File: src/rtl/fw_booth_pkg.sv
`timescale 1ns/1ps
package fw_booth_pkg;

  typedef struct packed {
    logic neg;
    logic dbl;
    logic nz;
  } booth_digit_t;

  function automatic int digit_count(input int w);
    return (w + 1) / 2;
  endfunction

  function automatic int comp_carry(input int k, input bit round_up);
    return round_up ? (k + 1) / 2 : k / 2;
  endfunction

endpackage

File: src/rtl/fwb_recoder.sv
`timescale 1ns/1ps
module fwb_recoder
  import fw_booth_pkg::*;
#(
  parameter int WIDTH  = 8,
  parameter int DIGITS = 4
) (
  input  logic [WIDTH-1:0]          mplier,
  output booth_digit_t [DIGITS-1:0] digits
);
  localparam int EXT_W = 2 * DIGITS + 1;

  logic [EXT_W-1:0] ext;

  generate
    if (EXT_W == WIDTH + 2) begin : g_odd
      assign ext = {mplier[WIDTH-1], mplier, 1'b0};
    end else begin : g_even
      assign ext = {mplier, 1'b0};
    end
  endgenerate

  for (genvar gi = 0; gi < DIGITS; gi++) begin : g_dig
    logic [2:0]   grp;
    booth_digit_t d;
    assign grp = ext[2*gi+2 -: 3];
    always_comb begin
      d = '0;
      case (grp)
        3'b001, 3'b010: d.nz = 1'b1;
        3'b011:         begin d.nz = 1'b1; d.dbl = 1'b1; end
        3'b100:         begin d.nz = 1'b1; d.dbl = 1'b1; d.neg = 1'b1; end
        3'b101, 3'b110: begin d.nz = 1'b1; d.neg = 1'b1; end
        default:        d = '0;
      endcase
    end
    assign digits[gi] = d;
  end

endmodule

File: src/rtl/fwb_rows.sv
`timescale 1ns/1ps
module fwb_rows
  import fw_booth_pkg::*;
#(
  parameter int WIDTH  = 8,
  parameter int DIGITS = 4
) (
  input  logic [WIDTH-1:0]              mcand,
  input  booth_digit_t [DIGITS-1:0]     digits,
  output logic [DIGITS-1:0][WIDTH:0]    rows
);
  for (genvar gi = 0; gi < DIGITS; gi++) begin : g_row
    logic [WIDTH:0] mag;
    always_comb begin
      if (!digits[gi].nz)
        mag = '0;
      else if (digits[gi].dbl)
        mag = {mcand, 1'b0};
      else
        mag = {mcand[WIDTH-1], mcand};
    end
    assign rows[gi] = mag ^ {(WIDTH+1){digits[gi].neg}};
  end

endmodule

File: src/rtl/fwb_category.sv
`timescale 1ns/1ps
module fwb_category #(
  parameter int DIGITS = 4,
  parameter int CAT_W  = 3
) (
  input  logic [DIGITS-1:0] nz,
  output logic [CAT_W-1:0]  cat
);
  always_comb begin
    cat = '0;
    for (int i = 0; i < DIGITS; i++)
      cat = cat + CAT_W'(nz[i]);
  end

endmodule

File: src/rtl/fwb_carry_lut.sv
`timescale 1ns/1ps
module fwb_carry_lut
  import fw_booth_pkg::*;
#(
  parameter int DIGITS   = 4,
  parameter int CAT_W    = 3,
  parameter bit ROUND_UP = 1'b1
) (
  input  logic [CAT_W-1:0] cat,
  output logic [CAT_W-1:0] carry
);
  localparam int TBL_N = 2 ** CAT_W;

  logic [CAT_W-1:0] tbl [TBL_N];

  for (genvar k = 0; k < TBL_N; k++) begin : g_tbl
    localparam int VAL = (k <= DIGITS) ? comp_carry(k, ROUND_UP) : 0;
    assign tbl[k] = CAT_W'(VAL);
  end

  assign carry = tbl[cat];

endmodule

File: src/rtl/fw_booth_mult.sv
`timescale 1ns/1ps
module fw_booth_mult
  import fw_booth_pkg::*;
#(
  parameter int WIDTH         = 8,
  parameter bit OUT_REG       = 1'b1,
  parameter bit COMP_ROUND_UP = 1'b1
) (
  input  logic             clk,
  input  logic             rst,
  input  logic [WIDTH-1:0] mcand,
  input  logic [WIDTH-1:0] mplier,
  output logic [WIDTH-1:0] prod
);
  localparam int DIGITS = digit_count(WIDTH);
  localparam int CAT_W  = $clog2(DIGITS + 1);

  booth_digit_t [DIGITS-1:0]   digits;
  logic [DIGITS-1:0]           nz_v, neg_v, dbl_v;
  logic [DIGITS-1:0][WIDTH:0]  rows;
  logic [CAT_W-1:0]            cat, carry;
  logic [2*WIDTH-1:0]          shifted;
  logic [WIDTH-1:0]            sum;

  fwb_recoder #(.WIDTH(WIDTH), .DIGITS(DIGITS)) u_rec (
    .mplier (mplier),
    .digits (digits)
  );

  for (genvar gi = 0; gi < DIGITS; gi++) begin : g_flags
    assign nz_v[gi]  = digits[gi].nz;
    assign neg_v[gi] = digits[gi].neg;
    assign dbl_v[gi] = digits[gi].dbl;
  end

  fwb_rows #(.WIDTH(WIDTH), .DIGITS(DIGITS)) u_rows (
    .mcand  (mcand),
    .digits (digits),
    .rows   (rows)
  );

  fwb_category #(.DIGITS(DIGITS), .CAT_W(CAT_W)) u_cat (
    .nz  (nz_v),
    .cat (cat)
  );

  fwb_carry_lut #(.DIGITS(DIGITS), .CAT_W(CAT_W), .ROUND_UP(COMP_ROUND_UP)) u_lut (
    .cat   (cat),
    .carry (carry)
  );

  // Kept columns only: the upper half of each sign-extended, shifted row.
  always_comb begin
    sum     = WIDTH'(carry);
    shifted = '0;
    for (int i = 0; i < DIGITS; i++) begin
      shifted = {{(WIDTH-1){rows[i][WIDTH]}}, rows[i]} << (2 * i);
      sum     = sum + WIDTH'(shifted >> WIDTH);
    end
  end

  generate
    if (OUT_REG) begin : g_reg
      always_ff @(posedge clk) begin
        if (rst) prod <= '0;
        else     prod <= sum;
      end
    end else begin : g_comb
      assign prod = sum;
    end
  endgenerate

  AST_DIGIT_FLAGS: assert property (@(posedge clk) disable iff (rst)
    ((dbl_v | neg_v) & ~nz_v) == '0);

  for (genvar gi = 0; gi < DIGITS; gi++) begin : g_sx
    AST_SIGN_EXT: assert property (@(posedge clk) disable iff (rst)
      rows[gi][WIDTH] == (nz_v[gi] & (neg_v[gi] ^ mcand[WIDTH-1])));
  end

  AST_CATEGORY: assert property (@(posedge clk) disable iff (rst)
    int'(cat) == $countones(nz_v));

  AST_CARRY_HALF: assert property (@(posedge clk) disable iff (rst)
    (2 * int'(carry) <= int'(cat) + 1) && (2 * int'(carry) + 1 >= int'(cat)));

  AST_ZERO_MULT: assert property (@(posedge clk) disable iff (rst)
    (mplier == '0) |-> (sum == '0));

endmodule

File: config.mk
export PLATFORM = sky130hd
export DESIGN_NAME = fw_booth_mult
export DESIGN_NICKNAME = d
export VERILOG_FILES = /design/src/rtl/fw_booth_pkg.sv /design/src/rtl/fwb_recoder.sv /design/src/rtl/fwb_rows.sv /design/src/rtl/fwb_category.sv /design/src/rtl/fwb_carry_lut.sv /design/src/rtl/fw_booth_mult.sv
export SDC_FILE = /design/constraint.sdc
export NUM_CORES = 1
export LEC_CHECK = 0
export ABC_AREA = 0
export BUFFER_PORTS_ARGS = -buffer_cell sky130_fd_sc_hd__buf_2
export CELL_PAD_IN_SITES_DETAIL_PLACEMENT = 1
export CELL_PAD_IN_SITES_GLOBAL_PLACEMENT = 1
export CORE_MARGIN = 4
export CORE_UTILIZATION = 48
export DETAILED_ROUTE_END_ITERATION = 7
export GPL_ROUTABILITY_DRIVEN = 0
export PLACE_DENSITY = 0.95
export SETUP_SLACK_MARGIN = 0.3
export SYNTH_ARGS = -nofsm -noshare
export SYNTH_HDL_FRONTEND = slang
export SYNTH_HIERARCHICAL = 1
export SYNTH_SLANG_ARGS = --single-unit
File: constraint.sdc
create_clock -name clk -period 11.2 [get_ports clk]
set_input_delay 1.12 -clock clk [delete_from_list [all_inputs] [get_ports clk]]
set_output_delay 1.12 -clock clk [all_outputs]
set_load 0.02 [all_outputs]
==> flow_summary.ini <==
[status]
outcome = finished clean

[placement]
port_buffers = 24
hpwlAfterDp_um = 2730
detailedPlace.worstSlack_ns = 4.711

[critical_path]
timing.setup.critical_path_class = input pin to flop
arrival_ns = 6.35
crit_chain = buf_2 > and3_2 > nor2_1 > ha_1 > fa_1 > ha_1 > inv_1 > ha_1 > and2b_2 > fa_1 > ha_1 > fa_1 > a22oi_1 > mux2_2 > fa_1 > ha_1 > or2b_2 > nor4_1 > or4_1
worst_path_max_delay_cell = sky130_fd_sc_hd__or4_1
critPathLaunchType = input pin
worst-endpoint-required_ns = 11.32
timing.critical_path.fanout_max = 6
crit_path_frequent_cell = sky130_fd_sc_hd__ha_1
endpoint_kind = flop
worst_path_largest_cell_delay_ns = 0.51

[routing]
drt-wirelength-per-cell_um = 12.14
initialDrtViolationCount = 19
post-route-drc-count = 0
detail_route.wirelength_um = 3022
post_drt_via_cell_ratio = 4.932
routed-via-count = 1228
detail_route.first_pass.iterations = 2
drt.antenna.violating_nets = 0

[global_routing]
first_pass_grt_wire_length_um = 5257
antenna_found_initial = 0
globalRouteOverflowTotal = 0
grtUsageTotal_pct = 15.29
grt_max_degree = 11
vias_in_the_first_global_route = 1326

[sta]
fin_ws_ns = 4.973
hold_viol_final = 0
setup_violations = 0
rsz_0062_raised_after_global_routing = false
finalWorstPathRequiredPeriod_ns = 6.227
slew_violations = 0
max_freq_mhz = 160.6
worst_slew_margin_rel_pct = 51.34
max_slew.worst_pin.slew_ns = 0.7247
finalCritPeriodShare_pct = 55.60
final.setup.tns_ns = 0

[power_and_ir_drop]
power-per-cell-area_nw_per_um2 = 232.2
switchingPower_w = 0.0001916
intPower_w = 0.0002021
pleak_nw = 0.8598
power.switching_fraction_pct = 48.66
power.share.combinational_pct = 83.3
power.clock.fraction_pct = 5.2
vdd_drop_max_uv = 65.65
sequentialPowerShare_pct = 11.5

[yosys]
syn_area_per_cell_um2 = 8.302
synth_cells = 192
yosys_warnings = 6
post_syn_nets = 239
synth_area_um2 = 1594

[floorplan]
die-area_um2 = 4307
floorplan.initialDensity_pct = 51.37
coreArea_um2 = 3103
chip_width_um = 65.63
floorplan.rows = 20
die_h_um = 65.63
count_of_pins_on_the_block_boundary = 26

[layout]
register_ranked_first_by_flip_flop_count = prod
post_route_cells_drive_above_1_share_pct = 18.05
number_of_nets_in_the_layout = 254
antenna_cells_inserted = 0
areaGrowthSynthToFinish_pct = 6.358
largest_register_ff_count = 8
reg_top3 = prod: 8 flops

[clock_network]
cts-root-to-sink-buffers = 2
numClockSinks = 8
cts-buffers-inserted = 3
ctsResizeCount = 0
h-tree-depth = 1
root_buffer = sky130_fd_sc_hd__clkbuf_4
clkTransAtPathRegs_ns = 0.05
hold_buffers = 0
tritoncts = built
postCtsSetupBuffers = 0

[run]
max-cap-violations = 0

[hold_path]
hold_path_depth = 2
whs_endpoint = prod[2]$_SDFF_PP0_
hold_path_class = input pin to flop
hold_start = rst
final cells by class:
cell class | instances | area (um^2)
clock buffer | 3 | 22.52
fill | 412 | 1408
inverter | 34 | 127.6
multi-input combinational | 136 | 1210
sequential | 8 | 160.2
tap | 44 | 55.05
timing repair buffer | 24 | 120.1
stage by stage:
step | total power, W | util [%] | area (um^2) | std cells | hold WS (ns)
2_1_floorplan | 0.0003032 | - | 1594 | 192 | 1.305
3_3_place_gp | 0.0003587 | 53.91 | 1673 | 246 | 1.402
3_5_place_dp | 0.0003777 | 53.91 | 1673 | 246 | 1.408
4_1_cts | 0.0004006 | 54.64 | 1695 | 249 | 1.147
5_1_grt | 0.0004412 | 54.64 | 1695 | 249 | 1.172
6_report | 0.0003937 | 54.64 | 1695 | 249 | 1.151
worst max-delay path by stage:
stage	start	end	slack, ns	depth (start not counted)
floorplan	mplier[1]	prod[6]$_SDFF_PP0_	5.21	19
global placement	mplier[1]	prod[6]$_SDFF_PP0_	4.79	19
detailed placement	mplier[1]	prod[6]$_SDFF_PP0_	4.71	19
CTS	mplier[1]	prod[6]$_SDFF_PP0_	4.95	19
global route	mplier[1]	prod[6]$_SDFF_PP0_	4.72	19
finish	mplier[1]	prod[6]$_SDFF_PP0_	4.97	19
layer usage:
metal / up-vias / wire length, um / global-route usage [%]
li1: 627 / - / -
met1: 567 / 1288 / 15.77
met2: 28 / 1573 / 31.16
met3: 6 / 88 / 0.6838
met4: 0 / 72 / 6.218
met5: - / 0 / 0
worst max-delay path, delay by kind of cell:
| family | cells | cell delay (ns) |
|---|---|---|
| AOI/OAI and AO/OA | 1 | 0.19 |
| muxes | 1 | 0.38 |
| buffers and inverters | 2 | 0.17 |
| and+or+nand+nor | 6 | 1.39 |
| adders and majority gates | 9 | 3.09 |
power groups by stage:
stage | logic, W | clock network (W) | registers, W
after floorplan | 0.000241 | 0 | 0.0000622
after global placement | 0.000313 | 0 | 0.0000453
after detailed placement | 0.000332 | 0 | 0.0000461
after CTS | 0.000333 | 0.0000217 | 0.0000455
after global routing | 0.000373 | 0.0000223 | 0.0000463
final | 0.000328 | 0.0000205 | 0.0000452
cell usage in the layout, fill, tap and decap left out, types with 2 or more instances in the layout:
cell type / n
sky130_fd_sc_hd__fa_1: 14
sky130_fd_sc_hd__o21ai_0: 3
sky130_fd_sc_hd__and3_2: 2
sky130_fd_sc_hd__inv_1: 34
sky130_fd_sc_hd__nor3_1: 7
sky130_fd_sc_hd__nor2b_1: 2
sky130_fd_sc_hd__o22ai_1: 2
sky130_fd_sc_hd__a211oi_1: 2
sky130_fd_sc_hd__mux2_4: 2
sky130_fd_sc_hd__nand2_1: 20
sky130_fd_sc_hd__clkbuf_4: 3
sky130_fd_sc_hd__dfxtp_1: 8
sky130_fd_sc_hd__and2_1: 2
sky130_fd_sc_hd__xnor2_1: 19
sky130_fd_sc_hd__nor2_1: 8
sky130_fd_sc_hd__ha_1: 15
sky130_fd_sc_hd__buf_2: 24
sky130_fd_sc_hd__a21oi_1: 3
sky130_fd_sc_hd__a21o_1: 3
sky130_fd_sc_hd__nand2b_1: 3
sky130_fd_sc_hd__mux2_1: 11
(Power assumes the default switching activity.)
